==> src/rtl/mixsign_pkg.sv <==
package mixsign_pkg;

  // round a requested operand width up to the next native multiplier width
  function automatic int native_w(input int req_w);
    if (req_w <= 9)       return 9;
    else if (req_w <= 12) return 12;
    else if (req_w <= 18) return 18;
    else                  return 36;
  endfunction

  typedef enum logic [0:0] {
    ADD_PRODUCTS = 1'b0,
    SUB_PRODUCTS = 1'b1
  } adder_op_e;

endpackage

==> src/rtl/mixsign_operand_ext.sv <==
module mixsign_operand_ext #(
  parameter int IN_W  = 16,
  parameter int EXT_W = 19
) (
  input  logic [IN_W-1:0]         data_i,
  input  logic                    signed_i,
  output logic signed [EXT_W-1:0] data_o
);
  logic fill;
  assign fill   = signed_i & data_i[IN_W-1];
  assign data_o = {{(EXT_W-IN_W){fill}}, data_i};
endmodule

==> src/rtl/mixsign_mul_core.sv <==
module mixsign_mul_core #(
  parameter int W = 19
) (
  input  logic signed [W-1:0]   a_i,
  input  logic signed [W-1:0]   b_i,
  output logic signed [2*W-1:0] p_o
);
  logic signed [2*W-1:0] a_x, b_x;
  assign a_x = {{W{a_i[W-1]}}, a_i};
  assign b_x = {{W{b_i[W-1]}}, b_i};
  assign p_o = a_x * b_x;
endmodule

==> src/rtl/mixsign_first_adder.sv <==
module mixsign_first_adder #(
  parameter int PW = 38,
  parameter mixsign_pkg::adder_op_e OP = mixsign_pkg::ADD_PRODUCTS
) (
  input  logic signed [PW-1:0] p0_i,
  input  logic signed [PW-1:0] p1_i,
  output logic signed [PW-1:0] sum_o
);
  // products fit in PW-1 signed bits, so PW bits hold sum or difference
  generate
    if (OP == mixsign_pkg::SUB_PRODUCTS) begin : g_sub
      assign sum_o = p0_i - p1_i;
    end else begin : g_add
      assign sum_o = p0_i + p1_i;
    end
  endgenerate
endmodule

==> src/rtl/mixsign_mul_pair.sv <==
module mixsign_mul_pair
  import mixsign_pkg::*;
#(
  parameter int REQ_W    = 16,
  parameter bit SUB_EN   = 1'b0,
  parameter bit SPLIT_EN = 1'b0,
  localparam int NAT_W   = native_w(REQ_W),
  localparam int XW      = NAT_W + 1,
  localparam int PROD_W  = 2 * XW,
  localparam int RES_W   = 2 * PROD_W
) (
  input  logic             clk_i,
  input  logic             rst_ni,
  input  logic             valid_i,
  input  logic             sign_a_i,
  input  logic             sign_b_i,
  input  logic [REQ_W-1:0] a0_i,
  input  logic [REQ_W-1:0] a1_i,
  input  logic [REQ_W-1:0] b0_i,
  input  logic [REQ_W-1:0] b1_i,
  output logic             valid_o,
  output logic [RES_W-1:0] result_o
);
  localparam int LANES = 2;
  localparam adder_op_e OP = SUB_EN ? SUB_PRODUCTS : ADD_PRODUCTS;

  // input stage
  logic                        v1_q, sa_q, sb_q;
  logic [LANES-1:0][REQ_W-1:0] a_q, b_q;

  always_ff @(posedge clk_i or negedge rst_ni) begin
    if (!rst_ni) begin
      v1_q <= 1'b0;
      sa_q <= 1'b0;
      sb_q <= 1'b0;
      a_q  <= '0;
      b_q  <= '0;
    end else begin
      v1_q <= valid_i;
      if (valid_i) begin
        sa_q <= sign_a_i;
        sb_q <= sign_b_i;
        a_q  <= {a1_i, a0_i};
        b_q  <= {b1_i, b0_i};
      end
    end
  end

  // multiplier lanes share one sign-control pair
  logic signed [PROD_W-1:0] prod [LANES];

  for (genvar g = 0; g < LANES; g++) begin : g_lane
    logic signed [XW-1:0] a_x, b_x;

    mixsign_operand_ext #(.IN_W(REQ_W), .EXT_W(XW)) u_ext_a (
      .data_i(a_q[g]), .signed_i(sa_q), .data_o(a_x)
    );
    mixsign_operand_ext #(.IN_W(REQ_W), .EXT_W(XW)) u_ext_b (
      .data_i(b_q[g]), .signed_i(sb_q), .data_o(b_x)
    );
    mixsign_mul_core #(.W(XW)) u_mul (
      .a_i(a_x), .b_i(b_x), .p_o(prod[g])
    );
  end

  // output select
  logic [RES_W-1:0] res_d;

  generate
    if (SPLIT_EN) begin : g_split
      assign res_d = {prod[1], prod[0]};
    end else begin : g_sum
      logic signed [PROD_W-1:0] sum;
      mixsign_first_adder #(.PW(PROD_W), .OP(OP)) u_add (
        .p0_i(prod[0]), .p1_i(prod[1]), .sum_o(sum)
      );
      assign res_d = {{PROD_W{sum[PROD_W-1]}}, sum};
    end
  endgenerate

  // output stage
  logic             vo_q;
  logic [RES_W-1:0] res_q;

  always_ff @(posedge clk_i or negedge rst_ni) begin
    if (!rst_ni) begin
      vo_q  <= 1'b0;
      res_q <= '0;
    end else begin
      vo_q <= v1_q;
      if (v1_q) res_q <= res_d;
    end
  end

  assign valid_o  = vo_q;
  assign result_o = res_q;

endmodule

==> config.mk <==
export PLATFORM = sky130hd
export DESIGN_NAME = mixsign_mul_pair
export DESIGN_NICKNAME = d
export VERILOG_FILES = /design/src/rtl/mixsign_pkg.sv /design/src/rtl/mixsign_operand_ext.sv /design/src/rtl/mixsign_mul_core.sv /design/src/rtl/mixsign_first_adder.sv /design/src/rtl/mixsign_mul_pair.sv
export SDC_FILE = /design/constraint.sdc
export NUM_CORES = 2
export LEC_CHECK = 0
export BUFFER_PORTS_ARGS = -buffer_cell sky130_fd_sc_hd__buf_2
export CORE_MARGIN = 5
export CORE_UTILIZATION = 35
export CTS_CLUSTER_SIZE = 30
export DETAILED_ROUTE_END_ITERATION = 10
export HOLD_SLACK_MARGIN = 0.12
export PLACE_DENSITY = 0.54
export SYNTH_ARGS = -nofsm -noshare
export SYNTH_HDL_FRONTEND = slang
export SYNTH_SLANG_ARGS = --single-unit
==> constraint.sdc <==
create_clock -name clk_i -period 12.06 [get_ports clk_i]
set_input_delay 1.809 -clock clk_i [delete_from_list [all_inputs] [get_ports clk_i]]
set_output_delay 1.809 -clock clk_i [all_outputs]
set_load 0.03 [all_outputs]
Word level (Yosys, flattened, before mapping)
Index checks and enable logic that the tools add are counted.
Word-level totals
  flip-flop bits (word level): 103
  bits of input ports: 69
  output and inout bits: 77
  logic and storage cells: 16
Cells by class
  add/subtract/negate cells: 1
  multipliers: 2
  bitwise logic cells: 4
Operators by type and width (count)
  $mul A17 B17 Y34: 2
  $add A34 B34 Y35: 1
  $and A1 B1 Y1: 4

Depth between registers and ports, before layout
  depth in word-level cells: 3
  depth in mapped cells: 28
  depth with buffers taken out: 25

Modules after synthesis
Synthesis repeated with hierarchy kept, for this count alone.
Unflattened totals
  cells, all modules: 3496
  area total of the unflattened synthesis: 33771.1 um^2
Modules (own cells, without submodules)
  mixsign_mul_core at g_lane[0].u_mul: times used 1, cells an instance 1432, area each 13395.3 um^2, sequential area each 0.0 um^2
  mixsign_mul_core at g_lane[1].u_mul: times used 1, cells an instance 1432, area each 13366.6 um^2, sequential area each 0.0 um^2
  mixsign_mul_pair: times used 1, cells an instance 259, area each 4364.2 um^2, sequential area each 2652.5 um^2
  mixsign_first_adder: times used 1, cells an instance 293, area each 2049.5 um^2, sequential area each 0.0 um^2
  mixsign_operand_ext: times used 4, cells an instance 20, area each 148.9 um^2, sequential area each 0.0 um^2

Worst setup path after synthesis
Ideal clock, no wire load.
  path kind: register to register
  start: register sa_q
  end: register res_q[24], in the netlist result_o[24]
  library setup time: 0.125 ns
  arrival time: 7.403 ns
  data required time: 11.935 ns
  path slack: 4.532 ns
  cell stages (with the launch flop): 25
  buffers on the path: 1
  period minus slack after synthesis: 7.528 ns
  path through: dfrtp_1 -> and2_1 -> clkbuf_1 -> nand2_1 -> inv_1 -> fa_1 -> inv_1 -> fa_1 -> inv_1 -> fa_1 -> fa_1 -> fa_1 -> fa_1 -> fa_1 -> inv_1 -> fa_1 -> inv_1 -> ha_1 -> nand2_1 -> o21ai_0 -> nor2_1 -> or4_1 -> and2_1 -> xnor2_1 -> mux2_2
Between the ends
  longest elaborated chain between the ends: 3
  elaborated cells on any way between the ends: 5
  classes of those cells: 1 x add/sub; 2 x mul; 2 x bitwise
RTL lines
  from (decl): RTL line mixsign_mul_pair.sv:28  | logic v1_q, sa_q, sb_q;
  from (signal assigned): RTL line mixsign_mul_pair.sv:41  | sa_q <= sign_a_i;
  $and A1 B1 Y1: RTL line mixsign_operand_ext.sv:10  | assign fill = signed_i & data_i[IN_W-1];
  $mul A17 B17 Y34: RTL line mixsign_mul_core.sv:11  | assign p_o = a_x * b_x;
  $add A34 B34 Y35 *: RTL line mixsign_first_adder.sv:14  | assign sum_o = p0_i + p1_i;
  to (signal assigned): RTL line mixsign_mul_pair.sv:91  | if (v1_q) res_q <= res_d;
  to (decl): RTL line mixsign_mul_pair.sv:83  | logic [RES_W-1:0] res_q;
Every way passes the cells marked *; elsewhere a longest branch is shown, timed or not.
A chain may end at the register's enable or synchronous reset.

Final worst setup path
  start: register a_q[31] (netlist bit)
  end: register res_q[24], in the netlist result_o[24]
Between the ends
  longest elaborated chain between the ends: 3
RTL lines
  from (decl): RTL line mixsign_mul_pair.sv:29  | logic [LANES-1:0][REQ_W-1:0] a_q, b_q;
  from (signal assigned): RTL line mixsign_mul_pair.sv:43  | a_q <= {a1_i, a0_i};
  $and A1 B1 Y1: RTL line mixsign_operand_ext.sv:10
  $mul A17 B17 Y34 *: RTL line mixsign_mul_core.sv:11
  $add A34 B34 Y35 *: RTL line mixsign_first_adder.sv:14
Marks and branches as above.

==> impl_metrics.yaml <==
status:
  status: "completed"
floorplan:
  dieArea_um2: 82050
  die_x_um: 286.4
  start_util: 0.3528
  core_area_um2: 75820
  die_height_um: 286.4
  pin_count: 146
  rows: 101
sta:
  fin_crit_sh: 0.7411
  slew_headroom: 0.2653
  final_hold_viol_count: 0
  hold_ws_ps: 485.9
  layout_min_cycle_time_ps: 8938
  clock_skew_ps: 10.99
  fin_setup_tns_ps: 0
  rsz0062_at_grt: "false"
  max_freq_mhz: 111.9
  worst_slew_pin_slew_ps: 1102
  setup_viol: 0
  drv_slew: 0
global_route:
  grt_max_degree: 68
  grt_antenna_before_repair: 0
  grt_pass1_vias: 19588
  grtUsageTotal: 0.1760
  grt_pass1_wl_um: 111400
  overflow: 0
logic_synthesis:
  netlist_area_um2: 26750
  synth_ff_type: "dfrtp_1"
  synth_area_leaders: "fa_1, inv_1, dfrtp_1"
  seq_area_frac_synth: 0.09636
  yosys.area.top_type: "fa_1"
  avgSynthCellArea_um2: 9.856
  synth_edf_count: 0
  synth_nets: 3603
  synth_cell_types: 52
  syn_inst: 2714
  synth_warnings: 0
  synth.top_cells.by_count: "inv_1, fa_1, nand2_1, and2_1, ha_1"
  ys_ff_latch: 103
  synth_async_sr_flop_share: 1.000
  synth_most_common_cell: "inv_1"
  synth_top_area_share: 0.5059
route:
  first_iter_violations: 799
  drtPass1Iterations: 5
  drt-total-wl_um: 68370
  num_vias: 17582
  antenna_left: 0
  via_per_inst: 4.716
  wl_per_cell_um: 18.34
  drc: 0
min_path:
  hold_path.class: "reg2reg"
  whs_path_depth: 1
placed_design:
  place_inst: 3712
  dpl_cell_area_um2: 28180
  gp_congestion: 0.8480
  portBuffers: 145
  place_hpwl_um: 57760
layout:
  nets: 3634
  final_cell_area_um2: 28460
  drive_above_1_share: 0.1058
  synthToLayoutAreaGrowth_pct: 6.418
  num_antenna_cells: 0
  final_cells: 3728
worst_setup_path:
  cpMostUsedCell: "fa_1"
  end_kind: "flop"
  slowest_stage: "dfrtp_1"
  worstSetupStartpointType: "flop"
  arrival_ps: 9240
  r2r_cells: 23
  required_ps: 12360
  worstSetupPathType: "reg2reg"
  path_max_fanout: 24
  cpPeakStageDelay_ps: 850
  crit_chain: "and2_1 > nand2_1 > inv_1 > fa_1 > inv_1 > fa_1 > inv_1 > fa_1 > fa_1 > fa_1 > fa_1 > fa_1 > inv_1 > fa_1 > inv_1 > ha_1 > nand2_1 > o21ai_0 > nor2_1 > or4_1 > and2_1 > xnor2_1 > mux2_2"
clocking:
  root_buffer: "clkbuf_16"
  ctsHoldBuffers: 0
  ctsResizeCount: 0
  path_clk_slew_ps: 80
  clock_sink_count: 103
  cts_setup_buffers: 0
  insertion_delay_ps: 420
  cts_buffers: 9
  clk_path_buf_depth: 2
  cts_tree: "done"
  cts_htree_levels: 3
flow_run:
  cap_violations: 0
==> sequential cells by signal (all words and copies together), names as in the netlist <==
signal,cells
b_q,32
a_q,32
result_o,35
sa_q,1
sb_q,1
v1_q,1
valid_o,1
==> cell usage in the layout (no fill, tap or decap), types with 4 or more instances in the layout <==
master	instances
o211ai_1	6
and3_1	19
xor2_1	4
fa_1	676
dfrtp_1	102
nand2_1	328
nand3_1	8
nand4_1	10
a31oi_1	6
a21o_1	9
o21a_1	6
o21ai_0	16
a21oi_1	29
nor3_1	11
buf_4	29
mux2_2	82
a211oi_1	6
xnor2_1	29
buf_2	143
inv_1	726
o31ai_1	7
clkbuf_16	9
ha_1	144
or2_2	15
nor2_1	37
or3_1	4
and2_1	231
==> routing by layer <==
| metal | global-route usage | vias to the layer above | share of wire |
|---|---|---|---|
| met4 | 0.05357 | 0 | 0.030 |
| li1 | - | 7861 | - |
| met5 | 0 | - | 0 |
| met1 | 0.2194 | 9355 | 0.40 |
| met2 | 0.3195 | 284 | 0.54 |
| met3 | 0.02153 | 82 | 0.030 |
==> logic make-up after synthesis <==
group,Yosys count,share of synthesized area
AOI/OAI and AO/OA,115,0.02975
xor gates and xnor gates,34,0.01165
adders and majority gates,820,0.5733
buffers and inverters,878,0.1290
DFF,103,0.09636
muxes,82,0.03452
and+or+nand+nor,682,0.1255
==> path summary, 6_finish.rpt <==
check                                to         start  slack, ps
setup reg to reg           result_o[24]       a_q[31]       3120
setup / recovery           result_o[24]       a_q[31]       3120
min in group asynchronous   result_o[2]        rst_ni       1440
max in group asynchronous          v1_q        rst_ni       9330
hold / removal             result_o[17]  result_o[17]        490
hold reg to reg            result_o[17]  result_o[17]        490
==> area by class of cell <==
| type | count | area, um2 |
|---|---|---|
| sequential | 103 | 2579 |
| inverter | 726 | 2725 |
| clock buffer | 11 | 242.7 |
| timing repair buffer | 172 | 933.4 |
| multi-input combinational | 1733 | 20720 |
| fill | 7805 | 47360 |
| clock inverter | 5 | 40.04 |
| tap | 978 | 1224 |
==> critical path, delay by kind of cell, from the launching register on <==
kind            cells  cell delay [ps]
fa+ha+maj           9             4250
simple gates        6             1920
buf+inv             5              920
flops               1              850
compound gates      1              490
mux                 1              260
xor+xnor            1              120
==> metrics by stage <==
step	util	setup slack, ps
after detailed placement	0.3717	3230
after CTS	0.3754	3190
after floorplan	-	4532
after global routing	0.3754	2713
after global placement	0.3717	3357
final	0.3754	3122
Power is left out: the tool's default activity adds up to more than one toggle a clock period on the data nets, which glitch-free logic cannot reach.
